File: config.mk
export PLATFORM = sky130hd
export DESIGN_NAME = modulus_timer
export DESIGN_NICKNAME = d
export VERILOG_FILES = /design/src/rtl/tmr_pkg.sv /design/src/rtl/tmr_ctrl.sv /design/src/rtl/tmr_datapath.sv /design/src/rtl/modulus_timer.sv
export SDC_FILE = /design/constraint.sdc
export NUM_CORES = 1
export LEC_CHECK = 0
export CAP_MARGIN = 20
export CORE_MARGIN = 2
export CORE_UTILIZATION = 45
export CTS_CLUSTER_SIZE = 20
export DETAILED_ROUTE_END_ITERATION = 6
export GPL_TIMING_DRIVEN = 0
export MAX_ROUTING_LAYER = met4
export PLACE_DENSITY = 0.75
export SLEW_MARGIN = 20
export SYNTH_ARGS = -nofsm -noshare
export SYNTH_HDL_FRONTEND = slang
export SYNTH_SLANG_ARGS = --single-unit
File: constraint.sdc
create_clock -name clk -period 2.3 [get_ports clk]
set_clock_uncertainty 0.2 [all_clocks]
set_input_delay 0.23 -clock clk [delete_from_list [all_inputs] [get_ports clk]]
set_output_delay 0.23 -clock clk [all_outputs]
set_load 0.02 [all_outputs]
File: src/rtl/tmr_pkg.sv
package tmr_pkg;
  localparam int ADDR_W = 2;
  localparam logic [ADDR_W-1:0] ADDR_CTRL = 2'd0;
  localparam logic [ADDR_W-1:0] ADDR_MOD  = 2'd1;
  localparam logic [ADDR_W-1:0] ADDR_CNT  = 2'd2;

  // control field positions
  localparam int BIT_EN     = 7;
  localparam int BIT_FLAG   = 6;
  localparam int BIT_PRESET = 3;

  typedef struct packed {
    logic loadMod;  // write to reload register
    logic preset;   // copy reload value into counter
    logic tick;     // counter step enable
  } tmrStrobe_t;
endpackage

File: src/rtl/tmr_ctrl.sv
module tmr_ctrl
  import tmr_pkg::*;
#(
  parameter int DATA_W = 8,
  parameter int SEL_W  = 3,
  parameter int PRE_W  = 6
) (
  input  logic              clk,
  input  logic              rstN,
  input  logic [ADDR_W-1:0] addr,
  input  logic              wrEn,
  input  logic [DATA_W-1:0] wrData,
  input  logic [DATA_W-1:0] cntVal,
  input  logic [DATA_W-1:0] modVal,
  input  logic              underflow,
  output logic [DATA_W-1:0] rdData,
  output logic              irq,
  output tmrStrobe_t        strb
);
  localparam int NUM_SEL = 1 << SEL_W;

  logic [SEL_W-1:0]   selQ;
  logic               enQ;
  logic               flagQ;
  logic [PRE_W-1:0]   preCnt;
  logic [NUM_SEL-1:0] tapHit;
  logic               ctrlWr;
  logic [DATA_W-1:0]  ctrlView;
  logic               unusedBits;

  assign ctrlWr     = wrEn && (addr == ADDR_CTRL);
  assign unusedBits = ^wrData[DATA_W-1:0];

  // free-running prescaler
  always_ff @(posedge clk) begin
    if (!rstN) preCnt <= '0;
    else       preCnt <= preCnt + 1'b1;
  end

  // tap g fires every 2^(g-1) cycles; tap 0 never fires
  assign tapHit[0] = 1'b0;
  for (genvar g = 1; g < NUM_SEL; g++) begin : g_tap
    if (g == 1) begin : g_every
      assign tapHit[g] = 1'b1;
    end else begin : g_div
      assign tapHit[g] = &preCnt[g-2:0];
    end
  end

  always_ff @(posedge clk) begin
    if (!rstN) begin
      selQ  <= '0;
      enQ   <= 1'b0;
      flagQ <= 1'b0;
    end else begin
      if (ctrlWr) begin
        selQ <= wrData[SEL_W-1:0];
        enQ  <= wrData[BIT_EN];
      end
      if (underflow)                     flagQ <= 1'b1;
      else if (ctrlWr && wrData[BIT_FLAG]) flagQ <= 1'b0;
    end
  end

  always_comb begin
    strb.tick    = tapHit[selQ];
    strb.preset  = ctrlWr && wrData[BIT_PRESET];
    strb.loadMod = wrEn && (addr == ADDR_MOD);
  end

  always_comb begin
    ctrlView              = '0;
    ctrlView[SEL_W-1:0]   = selQ;
    ctrlView[BIT_FLAG]    = flagQ;
    ctrlView[BIT_EN]      = enQ;
  end

  always_comb begin
    case (addr)
      ADDR_CTRL: rdData = ctrlView;
      ADDR_MOD:  rdData = modVal;
      ADDR_CNT:  rdData = cntVal;
      default:   rdData = '0;
    endcase
  end

  assign irq = enQ && flagQ;
endmodule

File: src/rtl/tmr_datapath.sv
module tmr_datapath
  import tmr_pkg::*;
#(
  parameter int DATA_W = 8
) (
  input  logic              clk,
  input  logic              rstN,
  input  tmrStrobe_t        strb,
  input  logic [DATA_W-1:0] wrData,
  output logic [DATA_W-1:0] cntVal,
  output logic [DATA_W-1:0] modVal,
  output logic              underflow
);
  logic [DATA_W-1:0] cntQ;
  logic [DATA_W-1:0] modQ;
  logic              atEnd;

  assign atEnd     = (cntQ <= DATA_W'(1));
  assign underflow = strb.tick && !strb.preset && atEnd;

  always_ff @(posedge clk) begin
    if (!rstN) modQ <= '0;
    else if (strb.loadMod) modQ <= wrData;
  end

  always_ff @(posedge clk) begin
    if (!rstN)              cntQ <= '0;
    else if (strb.preset)   cntQ <= modQ;
    else if (strb.tick) begin
      if (atEnd) cntQ <= modQ;
      else       cntQ <= cntQ - 1'b1;
    end
  end

  assign cntVal = cntQ;
  assign modVal = modQ;
endmodule

File: src/rtl/modulus_timer.sv
module modulus_timer
  import tmr_pkg::*;
#(
  parameter int DATA_W = 8,
  parameter int SEL_W  = 3,
  parameter int PRE_W  = 6
) (
  input  logic              clk,
  input  logic              rstN,
  input  logic [1:0]        addr,
  input  logic              wrEn,
  input  logic [DATA_W-1:0] wrData,
  output logic [DATA_W-1:0] rdData,
  output logic              irq
);
  tmrStrobe_t        strb;
  logic [DATA_W-1:0] cntVal;
  logic [DATA_W-1:0] modVal;
  logic              underflow;

  tmr_ctrl #(.DATA_W(DATA_W), .SEL_W(SEL_W), .PRE_W(PRE_W)) u_ctrl (
    .clk(clk), .rstN(rstN), .addr(addr), .wrEn(wrEn), .wrData(wrData),
    .cntVal(cntVal), .modVal(modVal), .underflow(underflow),
    .rdData(rdData), .irq(irq), .strb(strb)
  );

  tmr_datapath #(.DATA_W(DATA_W)) u_dp (
    .clk(clk), .rstN(rstN), .strb(strb), .wrData(wrData),
    .cntVal(cntVal), .modVal(modVal), .underflow(underflow)
  );
endmodule

Word-level counts from Yosys, hierarchy flattened:

Index checks and enable logic that the tools add are counted.
W data, S select, Z words.

* bits in registers: 27
* bits of input ports: 13
* output and inout bits: 9
* logic and storage cells: 36

* add/subtract/negate cells: 2
* multiplexer cells: 8
* reductions and logical operators: 16
* $lt $le $gt $ge: 2
* equal/unequal tests: 2

Operators with widths (number)
* $mux W8: 3
* $pmux W8 S3: 1
* $le A8 B1 Y1 const B: 1
* $sub A8 B1 Y8 const B: 1
* $logic_and A1 B1 Y1: 7
* $add A6 B1 Y6 const B: 1
* $reduce_and A6 Y1: 1
* $reduce_and A5 Y1: 1
* $lt A3 B4 Y1 const B: 1
* $reduce_and A4 Y1: 1
* $reduce_bool A2 Y1: 2
* $bmux W1 S3: 1
* $mux W1: 3
* $reduce_and A3 Y1: 1
* $eq A2 B1 Y1 const B: 1
* $eq A2 B2 Y1 const B: 1
* $logic_not A2 Y1: 1
* $reduce_and A2 Y1: 1
* $logic_not A1 Y1: 1

Depth between registers and ports, before layout:

* depth in word-level cells: 7
* mapped depth: 9
* gate-level depth less buffers: 8

Modules after synthesis:

A second synthesis with hierarchy kept.

* cells, all modules: 168
* area, all modules: 1503.9 um^2

By module, submodules not included
* tmr_datapath: area each 824.5 um^2, times used 1, cells each 96, sequential area each 320.3 um^2
* tmr_ctrl: area each 679.4 um^2, times used 1, cells each 72, sequential area each 220.2 um^2

Worst setup path before layout:

No wires, ideal clock.

* path kind: flip-flop to flip-flop
* from: register u_ctrl.preCnt[0]
* to: register u_dp.cntQ[0] (netlist: u_dp.cntVal[0])
* path buffers: 0
* arrival: 1.832 ns
* library setup time: 0.119 ns
* required time: 1.981 ns
* setup slack: 0.150 ns
* period minus slack after synthesis: 2.150 ns
* cell stages (with the launch flop): 9
* cells stage by stage: dfxtp_1 ha_1 and3_1 ha_1 mux2i_1 o221ai_1 a21oi_2 o22ai_1 o221a_1

* longest elaborated chain between the ends: 4
* elaborated cells on any way between the ends: 8
* classes of those cells: mux (2); reduce/logical (6)

Ends and longest elaborated chain
* start: declaration: RTL line tmr_ctrl.sv:25 `logic [PRE_W-1:0] preCnt;`
* start signal: assignment: RTL line tmr_ctrl.sv:37 `else preCnt <= preCnt + 1'b1;`
* $reduce_and A6 Y1 (tied with other cells): RTL line tmr_ctrl.sv:46 `assign tapHit[g] = &preCnt[g-2:0];`
* $bmux W1 S3 (*): RTL line tmr_ctrl.sv:66 `strb.tick = tapHit[selQ];`
* $mux W1 (not written as such) (*): RTL line tmr_ctrl.sv:66
* $reduce_bool A2 Y1 (no source line) (*)
* end signal: assignment: RTL line tmr_datapath.sv:28 `else if (strb.preset) cntQ <= modQ;`
* end signal: assignment: RTL line tmr_datapath.sv:30 `if (atEnd) cntQ <= modQ;`
* end signal: assignment: RTL line tmr_datapath.sv:31 `else cntQ <= cntQ - 1'b1;`
* end: declaration: RTL line tmr_datapath.sv:14 `logic [DATA_W-1:0] cntQ;`

Mark *: on every way between the ends. The rest lies on a longest branch, timed or not. The select of a mux whose other input is x is not followed.
A chain may end at the register's enable or synchronous reset.

Worst setup path in the final report:

* from: register u_dp.cntQ[0] (netlist: u_dp.cntVal[0])
* to: register u_dp.cntQ[4] (netlist: u_dp.cntVal[4])

* longest elaborated chain between the ends: 4
* elaborated cells on any way between the ends: 5
* classes of those cells: add/sub (1); order compare (1); mux (3)

Ends and longest elaborated chain
* $sub A8 B1 Y8 or $le A8 B1 Y1 (tied branches): RTL line tmr_datapath.sv:31, tmr_datapath.sv:18
* $mux W8 (*): RTL line tmr_datapath.sv:30
* $mux W8 (*): RTL line tmr_datapath.sv:29 `else if (strb.tick) begin`
* $mux W8 (*): RTL line tmr_datapath.sv:28

Marks and branches as above.

==> results summary <==
The area added between synthesis and finish came out at 20.7%. After layout, the design draws a total of 0.00109 W. The total congestion overflow after global routing came out at 0. The areal power density over the cells came out at roughly 560 mW/mm^2. The post-synthesis instance total is 191.

The max-slew violation count came out at 0. The number of top-level design ports is 22. The net count of the mapped netlist came out at 210. The number of antenna violations at the first check in global routing came to 0. TritonCTS created 3 clock buffers. The fraction of synthesized cell area in xor and xnor cells came out at 0.0108. The slew at the pin closest to its max-slew limit came out at around 540 ps.

The post-detailed-route count of antenna-violating nets came out at 0. The height of the die is 64.2 um. The mean post-synth cell area came out at between 8 and 9 sq um. The worst setup path is launched from a flop.

The worst slew margin relative to its limit is 0.636. The cell taking the most area after synthesis is dfxtp_1. The detailed-routing iteration count for the pre-antenna-repair pass is 4. The number of H-tree branching levels is 1. The HPWL after detailed placement came out at 2.80 mm. The number of sinks on the clock net is 27. The global-route wire length before repair is about 6.7 mm. The share of post-route cells with drive strength above 1 is 0.157. Data on the critical path arrives at its endpoint at 2230 ps.

Setup repair after global routing left no endpoint under its margin. The adder and majority gate portion of the synthesized area is 0.0461. The mean number of vias per cell is about 5.5.

The number of DRC violations after detailed routing is 0. Based on the critical path, the design can be clocked at up to 0.469 GHz. The final standard cell count with taps included and fillers excluded is 262. Including well taps, the total number of placed cells is 255.

The average wire length per cell after detail routing came out at 14.6 um. The placement row count came out at 21. Final hold analysis gives a worst-case slack of 181 ps.

The via count of the first global-routing pass came out at about 1400. The required time at the worst-slack endpoint is 2390 ps. The mux contribution to synthesized area came out at 0.0676.

After synthesis, the largest family of logic cells by area is simple AND/OR/NAND/NOR gates. The class of the tightest hold or removal check is primary input to flop. The leakage power figure is about 0.85 nW. The core footprint is 0.00342 sq mm. The proportion of netlist area held by the largest area contributor came out at 0.332. The number of synthesis warnings is 0. The final wirelength came out at 3.84 mm. The count of antenna diodes in the layout is 0. The type of the worst setup path is flop to flop.

The portion of the clock cycle consumed by the worst path in the final layout is 0.928. Of the total synthesized cell area, the portion taken by AND, OR, NAND and NOR gates is 0.273. TritonCTS built the clock tree. By area the synthesized netlist is led by dfxtp_1, nand2_1, mux2i_1. The weighted congestion at the end of routability-driven global placement came out at 0.897.

The die area is 0.00412 sq mm. The clock-pin transition on the worst setup and hold timing paths is about 150 ps. The initial standard-cell utilization of the core is 0.477. The worst vdd rail ir drop came out at 0.426 mV. In the layout the commonest cells are nand2_1, dfxtp_1, clkdlybuf4s50_1, mux2i_1, nor2b_1.

The final number of setup-violating endpoints came out at 0. The synthesized design contains 27 register bits. The number of endpoints with negative hold slack in the final report came to 0. The cell at the root of the clock tree is clkbuf_4. The number of violations of the max-capacitance limit came out at 0. The area fraction in compound gates after synthesis was 0.220.

Counting along the longest clock path gives a buffer depth of 2. The minimum clock period after layout is around 2100 ps. Entering global routing, the biggest net connects 16 pins.

The width of the die came out at 64.2 um. The clock latency of the later-clocked register in the worst-skew pair came out at 330 ps. The detailed router's first-iteration violation count came out at 79. The register area share after synthesis is 0.332. Across every metal layer, demand over resource in global routing totals 0.208. STA classifies the critical path endpoint as a flop. The distinct cell type count of the synthesized netlist is 49.

The synthesized area is 0.00163 sq mm. The flow ran to the end, and the final reports show no timing, DRC or antenna violations. The critical-path maximum fanout came out at 8. The library cell used most frequently in the layout, excluding fill and tap cells, is nand2_1. The number of input and output port buffers inserted is 18.

After the last flow step, the layout net total stands at 236. The routed layout has 1453 vias.
report_power, final:
group | internal, W | switching (W) | leakage, nW
clock | 0.0000655 | 0.000148 | 0.0177
sequential | 0.000493 | 0.0000309 | 0.221
combinational | 0.000172 | 0.000185 | 0.612
total | 0.000731 | 0.000364 | 0.851
timing repair:
item,4_1_cts,5_1_grt
hold buffers,1,0
endpoints found under the hold margin,2,0
pin swaps,1,4
gates resized for setup,5,14
setup endpoints to repair,11,17
setup buffers,2,1
layer usage:
| metal | share of wire | global-route usage | wire (um) |
|---|---|---|---|
| met1 | 0.45 | 0.257 | 1720 |
| met2 | 0.48 | 0.352 | 1860 |
| met3 | 0.062 | 0.0423 | 236 |
| met4 | 0.0052 | 0.0452 | 20 |
| met5 | 0 | - | 0 |
layout make-up:
| class | count | area, sq um |
|---|---|---|
| clock buffer | 3 | 22.5 |
| buffer | 10 | 71.3 |
| clock inverter | 1 | 5.00 |
| fill | 330 | 1450 |
| sequential | 27 | 548 |
| timing repair buffer | 22 | 228 |
| tap | 46 | 57.6 |
| multi-input combinational | 150 | 1020 |
| inverter | 3 | 11.3 |
cells by family (layout without fill, tap and decap cells):
logic type                 after synthesis  after routing
and+or+nand+nor                         84             84
AOI/OAI and AO/OA                       47             47
DFF                                     27             27
buffers and inverters                   14             39
muxes                                   11             11
adders and majority gates                6              6
xor gates and xnor gates                 2              2
registers in the layout, summed over array words and instances (netlist names):
| name | count |
|---|---|
| u_dp.cntVal | 8 |
| u_ctrl.flagQ | 1 |
| u_ctrl.preCnt | 6 |
| u_ctrl.enQ | 1 |
| u_dp.modVal | 8 |
| u_ctrl.selQ | 3 |
stage by stage:
stage                     setup slack, ps  cell area [sq um]   util  TNS, ps
after floorplan                       150               1630      -        0
after global placement               -217               1870  0.547    -1580
after detailed placement             -195               1870  0.547    -1470
after CTS                            47.2               1940  0.568        0
after global routing                 7.20               1970  0.576        0
final                                 166               1970  0.576        0
critical path: stages (launching register included):
cell,delay (ps)
dfxtp_2,430
inv_1,60
ha_1,290
o21bai_2,270
o31ai_4,100
or3_2,450
a21oi_1,160
o21a_1,130
final timing paths:
kind | start | to | slack, ps | cells after the start
setup reg to reg | u_dp.cntVal[0]$_SDFFE_PN0P_ | u_dp.cntVal[4]$_SDFFE_PN0P_ | 170 | 7
hold reg to reg | u_dp.modVal[6]$_SDFFE_PN0P_ | u_dp.modVal[6]$_SDFFE_PN0P_ | 300 | 2
hold / removal | addr[1] | u_ctrl.enQ$_SDFFE_PN0N_ | 180 | 4
setup / recovery | u_dp.cntVal[0]$_SDFFE_PN0P_ | u_dp.cntVal[4]$_SDFFE_PN0P_ | 170 | 7
cell usage after synthesis (all sizes together):
library cell,n
a211o,1
a21boi,9
a21oi,8
a22o,3
a22oi,1
a31oi,2
a32oi,1
and2,7
and3,1
and3b,1
and4bb,1
buf,7
clkbuf,4
dfxtp,27
ha,6
inv,3
mux2i,11
nand2,30
nand2b,1
nand3,8
nand4,2
nand4bb,1
nor2,9
nor2b,10
nor3,4
nor3b,1
nor4,1
o2111ai,1
o211a,2
o21a,6
o21ai,6
o21bai,1
o221a,1
o221ai,1
o22ai,3
o31ai,1
or2,3
or3,2
or3b,1
or4,1
xnor2,2
Note: power is estimated with default switching activity, not from simulation.
